$ cat config.mk
export PLATFORM = sky130hd
export DESIGN_NAME = autobaud_uart
export DESIGN_NICKNAME = d
export VERILOG_FILES = /design/src/rtl/ab_pkg.sv /design/src/rtl/ab_sync.sv /design/src/rtl/ab_learn.sv /design/src/rtl/ab_rx.sv /design/src/rtl/ab_tx.sv /design/src/rtl/autobaud_uart.sv
export SDC_FILE = /design/constraint.sdc
export NUM_CORES = 1
export LEC_CHECK = 0
export BUFFER_PORTS_ARGS = -buffer_cell sky130_fd_sc_hd__buf_4
export CAP_MARGIN = 20
export CORE_ASPECT_RATIO = 0.6
export CORE_UTILIZATION = 25
export DETAILED_ROUTE_END_ITERATION = 10
export PLACE_DENSITY = 0.38
export REMOVE_ABC_BUFFERS = 1
export SYNTH_ARGS = -nofsm -noshare
export SYNTH_HDL_FRONTEND = slang
export SYNTH_SLANG_ARGS = --single-unit
$ cat constraint.sdc
create_clock -name clk -period 3.8 [get_ports clk]
set_clock_uncertainty 0.1 [all_clocks]
set_input_delay 0.38 -clock clk [delete_from_list [all_inputs] [get_ports clk]]
set_output_delay 0.38 -clock clk [all_outputs]
set_load 0.1 [all_outputs]
$ cat src/rtl/ab_pkg.sv
package ab_pkg;
  localparam int BYTE_W     = 8;
  localparam int FRAME_BITS = 10;
  localparam int MIN_SYNC   = 8;
  localparam int DIV_SHIFT  = 3;

  typedef enum logic [1:0] {L_WAIT, L_MEAS, L_TAIL, L_LOCK} learn_st_t;
  typedef enum logic [1:0] {R_IDLE, R_START, R_DATA, R_STOP} rx_st_t;
endpackage

$ cat src/rtl/ab_sync.sv
module ab_sync #(
  parameter int STAGES = 2
) (
  input  logic clk,
  input  logic rst,
  input  logic din,
  output logic line,
  output logic fall
);
  logic [STAGES-1:0] chain;
  logic              prev;

  generate
    for (genvar i = 0; i < STAGES; i++) begin : g_stage
      if (i == 0) begin : g_first
        always_ff @(posedge clk) chain[0] <= rst ? 1'b1 : din;
      end else begin : g_next
        always_ff @(posedge clk) chain[i] <= rst ? 1'b1 : chain[i-1];
      end
    end
  endgenerate

  always_ff @(posedge clk) prev <= rst ? 1'b1 : chain[STAGES-1];

  assign line = chain[STAGES-1];
  assign fall = prev & ~chain[STAGES-1];
endmodule

$ cat src/rtl/ab_learn.sv
module ab_learn
  import ab_pkg::*;
#(
  parameter int CNT_W = 16,
  localparam int PER_W = CNT_W - DIV_SHIFT
) (
  input  logic             clk,
  input  logic             rst,
  input  logic             line,
  input  logic             fall,
  output logic [PER_W-1:0] period,
  output logic             locked
);
  learn_st_t        st;
  logic [CNT_W-1:0] meas;
  logic [PER_W:0]   tcnt;

  always_ff @(posedge clk) begin
    if (rst) begin
      st     <= L_WAIT;
      meas   <= '0;
      tcnt   <= '0;
      period <= '0;
      locked <= 1'b0;
    end else begin
      case (st)
        L_WAIT: if (fall) begin
          meas <= CNT_W'(1);
          st   <= L_MEAS;
        end
        L_MEAS: begin
          if (!line) begin
            if (meas != '1) meas <= meas + 1'b1;
          end else if (meas < CNT_W'(MIN_SYNC)) begin
            st <= L_WAIT;
          end else begin
            period <= meas[CNT_W-1:DIV_SHIFT];
            tcnt   <= '0;
            st     <= L_TAIL;
          end
        end
        L_TAIL: begin
          if ((tcnt + 1'b1) >= {period, 1'b0}) begin
            locked <= 1'b1;
            st     <= L_LOCK;
          end else begin
            tcnt <= tcnt + 1'b1;
          end
        end
        default: st <= L_LOCK;
      endcase
    end
  end
endmodule

$ cat src/rtl/ab_rx.sv
module ab_rx
  import ab_pkg::*;
#(
  parameter int PER_W = 13
) (
  input  logic              clk,
  input  logic              rst,
  input  logic              en,
  input  logic              line,
  input  logic              fall,
  input  logic [PER_W-1:0]  period,
  output logic [BYTE_W-1:0] data,
  output logic              valid,
  output logic              ferr
);
  rx_st_t            st;
  logic [PER_W-1:0]  cnt;
  logic [PER_W:0]    cnt_nx;
  logic [2:0]        bitn;
  logic [BYTE_W-1:0] sh;
  logic              hit_half, hit_full;

  assign cnt_nx   = {1'b0, cnt} + 1'b1;
  assign hit_half = cnt_nx >= {2'b00, period[PER_W-1:1]};
  assign hit_full = cnt_nx >= {1'b0, period};

  always_ff @(posedge clk) begin
    if (rst) begin
      st    <= R_IDLE;
      cnt   <= '0;
      bitn  <= '0;
      sh    <= '0;
      data  <= '0;
      valid <= 1'b0;
      ferr  <= 1'b0;
    end else begin
      valid <= 1'b0;
      ferr  <= 1'b0;
      case (st)
        R_IDLE: if (en && fall) begin
          cnt <= '0;
          st  <= R_START;
        end
        R_START: begin
          if (hit_half) begin
            cnt  <= '0;
            bitn <= '0;
            st   <= line ? R_IDLE : R_DATA;
          end else cnt <= cnt + 1'b1;
        end
        R_DATA: begin
          if (hit_full) begin
            cnt  <= '0;
            sh   <= {line, sh[BYTE_W-1:1]};
            bitn <= bitn + 1'b1;
            if (bitn == 3'd7) st <= R_STOP;
          end else cnt <= cnt + 1'b1;
        end
        default: begin
          if (hit_full) begin
            if (line) begin
              data  <= sh;
              valid <= 1'b1;
            end else ferr <= 1'b1;
            st <= R_IDLE;
          end else cnt <= cnt + 1'b1;
        end
      endcase
    end
  end
endmodule

$ cat src/rtl/ab_tx.sv
module ab_tx
  import ab_pkg::*;
#(
  parameter int PER_W = 13
) (
  input  logic              clk,
  input  logic              rst,
  input  logic              en,
  input  logic [PER_W-1:0]  period,
  input  logic [BYTE_W-1:0] data,
  input  logic              valid,
  output logic              ready,
  output logic              txd
);
  logic [FRAME_BITS-1:0] sh;
  logic [PER_W-1:0]      cnt;
  logic [PER_W:0]        cnt_nx;
  logic [3:0]            bitn;
  logic                  busy;

  assign cnt_nx = {1'b0, cnt} + 1'b1;
  assign ready  = en & ~busy;

  always_ff @(posedge clk) begin
    if (rst) begin
      sh   <= '1;
      cnt  <= '0;
      bitn <= '0;
      busy <= 1'b0;
      txd  <= 1'b1;
    end else if (!busy) begin
      if (valid && ready) begin
        sh   <= {1'b1, data, 1'b0};
        txd  <= 1'b0;
        cnt  <= '0;
        bitn <= '0;
        busy <= 1'b1;
      end
    end else if (cnt_nx >= {1'b0, period}) begin
      cnt <= '0;
      if (bitn == 4'(FRAME_BITS - 1)) begin
        busy <= 1'b0;
        txd  <= 1'b1;
      end else begin
        sh   <= {1'b1, sh[FRAME_BITS-1:1]};
        txd  <= sh[1];
        bitn <= bitn + 1'b1;
      end
    end else begin
      cnt <= cnt + 1'b1;
    end
  end
endmodule

$ cat src/rtl/autobaud_uart.sv
module autobaud_uart #(
  parameter int CNT_W       = 16,
  parameter int SYNC_STAGES = 2
) (
  input  logic       clk,
  input  logic       rst,
  input  logic       rx_i,
  output logic       tx_o,
  output logic [7:0] rxd_data,
  output logic       rxd_valid,
  output logic       rxd_ferr,
  input  logic [7:0] txd_data,
  input  logic       txd_valid,
  output logic       txd_ready,
  output logic       locked
);
  localparam int PER_W = CNT_W - ab_pkg::DIV_SHIFT;

  logic             line, fall;
  logic [PER_W-1:0] bit_period;

  ab_sync #(.STAGES(SYNC_STAGES)) u_sync (
    .clk(clk), .rst(rst), .din(rx_i), .line(line), .fall(fall)
  );

  ab_learn #(.CNT_W(CNT_W)) u_learn (
    .clk(clk), .rst(rst), .line(line), .fall(fall),
    .period(bit_period), .locked(locked)
  );

  ab_rx #(.PER_W(PER_W)) u_rx (
    .clk(clk), .rst(rst), .en(locked), .line(line), .fall(fall),
    .period(bit_period), .data(rxd_data), .valid(rxd_valid), .ferr(rxd_ferr)
  );

  ab_tx #(.PER_W(PER_W)) u_tx (
    .clk(clk), .rst(rst), .en(locked), .period(bit_period),
    .data(txd_data), .valid(txd_valid), .ready(txd_ready), .txd(tx_o)
  );
endmodule

==> impl_results.md <==
* Status: completed
* Root Driver: clkbuf_16
* Area of the multi-input gates at approximately 4000 um^2
* Setup crit end: u_rx.cnt[12]$_SDFFE_PP0P_
* DIE WIDTH at roughly 210 um
* Max_cap viols at 0
* Later-pin clock latency in the skew report at around 0.38 ns
* Via-to-Cell Ratio at 4.66
* Placed wire-length estimate at approximately 13000 um
* Post-synth EDFFs at 0
* R2R depth at 14
* Layout cells sized above 1 at between 10% and 20%
* CTS Buf Count at 9
* Placed cell areas at between 7000 and 8000 um^2
* Tmin final at between 3 and 4 ns
* Worst-Margin Slew at around 0.70 ns
* Register area at about 2200 um^2
* Worst hold path class: input port to flop
* Drt first pass iters at 4
* Total number of vias at 5268
* Sink Count at 112
* Synthesized instance count at between 700 and 800
* Core Box Area at about 25000 um^2
* Final net count at 849
* Yosys cell types at a little over 70
* Fin. Hold Viols at 0
* Avg Inst Size Synth at 8.72 um^2
* Starting DRT DRC Count at around 360
* Port-buffer cells at 24
* Crit-path slowest cell: dfxtp_2
* CTS H-tree lvls at 3
* Worst-path cell chain: ha_1, and2_1, nand2_1, nor2_1, xnor2_1, inv_1, ha_1, nand4_1, nor2_1, a211o_1, a22o_4, o21ai_2, o2111ai_4, o221ai_1
* Crit Reg-Reg Startpoint: u_rx.cnt[0]$_SDFFE_PP0P_
* LEAKAGE at ~3.2 nW
* Max transition margin at 53.3%
* Ys Warns at 0
* Initial antenna violation count at 0
* Starting Density at between 20% and 30%
* CTS clk-pin slew, worst paths at 0.08 ns
* Peak Freq at between 0.2 and 0.3 GHz
* All-Layer GR Usage at 13.7%
* Slowest stage delay, CP at 0.42 ns
* Sequential area share after synthesis at roughly 34%
* Hold path start: rx_i
* Critical Path RT at ~4 ns
* CP endpoint kind: flop
* Synth top area cells: dfxtp_1 (34%), ha_1 (12%), mux2i_1 (5.2%), nor2_1 (4.5%), a21oi_1 (3.2%)
* Setup TNS at 0 ns
* RSZ-0062 raised after global routing: no
* Core Rows at 45
* Die footprint at around 27000 um^2
* I/O pin total at 25
* Maximum VDD drop at around 0.17 mV
* Pins Over Slew Limit at 0
* Final instance area at between 7000 and 8000 um^2
* Crit path kind: flop to flop
* Top_reg_cell synth: dfxtp_1
* CTS tree: done
* Wirelength per Cell at 15.5 um
* Fill count at between 2000 and 3000
* Post-synth ARST share at 0%
* Worst path depth at 14
* Gr ovfl total at 0
* Yosys top cell area share at about a third
* Worst r2r dst: u_rx.cnt[12]$_SDFFE_PP0P_
* Flop-to-flop setup slack at roughly 0.21 ns
* P&R area growth vs syn at 14.7%
* Final setup fails at 0
* Register bit total from synthesis at 112
* Commonest cells post-synth: dfxtp_1 (112), nor2_1 (79), ha_1 (64)
* Antenna cells at 0
* Top Family by Delay on Critical Path: compound AO/OA/AOI/OAI gates
* Worst setup path startpoint: u_rx.cnt[0]$_SDFFE_PP0P_
* Drc violations at 0
* Buf+Inv Stages, Crit Path at 1
* First-pass GRT wire length at 27800 um
* Most common cell in the synthesized netlist: dfxtp_1
* Max FO, Critical Path at 13
* CP arrival at 3.78 ns
* Die Ht at around 130 um
* Antenna viol nets, final at 0
* Critical Path Start Type: flop
* Post-Syn Area at around 6500 um^2
* RD Place Congestion at between 0.8 and 0.9
* Number of global-route vias before repair at approximately 5000
* Routed WL at between 15000 and 20000 um
* Final period util at between 90% and 100%
* Pwr Density at roughly 330 nW/um^2
* Yosys top cell by area: dfxtp_1
* Clock tree buffer depth at 2
* Pin count of the biggest net entering global routing at 53
## registers in the layout, summed over array words and instances (netlist names)
name	flops
u_rx.valid	1
u_tx.txd	1
u_learn.locked	1
u_tx.bitn	4
u_rx.bitn	3
u_sync.line	1
u_learn.st	2
u_tx.sh	8
u_rx.cnt	13
u_tx.cnt	13
u_rx.ferr	1
u_rx.data	8
u_sync.prev	1
u_learn.tcnt	14
u_tx.busy	1
u_learn.meas	16
u_learn.period	13
u_rx.sh	8
u_rx.st	2
u_sync.chain	1
## repair_timing
| action | in CTS | in global routing |
|---|---|---|
| resized for setup | 0 | 8 |
| endpoints found under the setup margin | 1 | 23 |
| setup buffers | 0 | 1 |
| pin swaps | 0 | 2 |
| hold buffers | 0 | 0 |
## layer usage
| layer | track usage, % | part of all wire, % |
|---|---|---|
| met4 | 2.81 | 0.79 |
| met2 | 18.1 | 38 |
| met3 | 3.69 | 3.1 |
| met1 | 21.4 | 58 |
| met5 | 0 | 0 |
## power breakdown
part	internal, W	switching (W)
sequential	0.00119	0.0000136
combinational	0.0000629	0.000160
clock	0.000520	0.000499
total	0.00177	0.000673
## metrics by stage
stage               utilization [%]  total power [W]  worst slack [ns]  hold slack, ns  std cells
floorplan                         -          0.00135             0.168           0.289        722
global placement               28.1          0.00143             0.137           0.302       1113
detailed placement             28.1          0.00144            0.0225           0.298       1113
finish                         29.5          0.00244             0.214          0.0912       1130
CTS                            29.3          0.00247          -0.00729          0.0728       1129
global route                   29.5          0.00255           0.00208          0.0738       1130
## worst reg2reg max path: stages (launching register included)
cell and delay [ns]:
dfxtp_2 0.42, ha_1 0.23, and2_1 0.18, nand2_1 0.09, nor2_1 0.15, xnor2_1 0.21
inv_1 0.14, ha_1 0.29, nand4_1 0.13, nor2_1 0.07, a211o_1 0.31, a22o_4 0.32
o21ai_2 0.30, o2111ai_4 0.31, o221ai_1 0.27
## kinds of logic after synthesis
group                      synth area share, %
xor gates and xnor gates                  5.23
and+or+nand+nor                           21.0
DFF                                       34.3
AOI/OAI and AO/OA                         17.6
buffers and inverters                     4.27
adders and majority gates                 12.3
muxes                                     5.38
## final cells by class
type | instances | share of cell area (%)
Sequential cell | 112 | 29.9
Tap cell | 352 | 5.88
Clock buffer | 9 | 3.00
Multi-Input combinational cell | 571 | 54.0
Clock inverter | 7 | 1.07
Timing Repair Buffer | 40 | 4.17
Inverter | 39 | 1.95
## cell usage in the layout, fill, tap and decap left out, types with 6 or more instances in the layout
master     count
a211o_1        6
a211oi_1      10
a21o_1         7
a21oi_1       41
a22oi_1        7
a311oi_1       6
and2_1        14
and3_1        12
buf_4         39
clkbuf_16      9
dfxtp_1      111
ha_1          63
inv_1         38
mux2i_1       34
nand2_1       52
nand2b_1      11
nand3_1       35
nand3b_1       8
nand4_1        8
nor2_1        79
nor2b_1        8
nor3_1        14
o21ai_0       21
o2bb2ai_1      9
or2_2         10
or3_1          7
xnor2_1       21
xor2_1        17
## worst min path at each step
stage                                       to  slack [ns]  cells past startpoint
finish              u_sync.chain[0]$_SDFF_PP1_        0.09                      2
global placement        u_sync.line$_SDFF_PP1_        0.30                      1
floorplan               u_sync.line$_SDFF_PP1_        0.29                      1
detailed placement      u_sync.line$_SDFF_PP1_        0.30                      1
global route        u_sync.chain[0]$_SDFF_PP1_        0.07                      2
CTS                 u_sync.chain[0]$_SDFF_PP1_        0.07                      2
(Power assumes the default switching activity.)
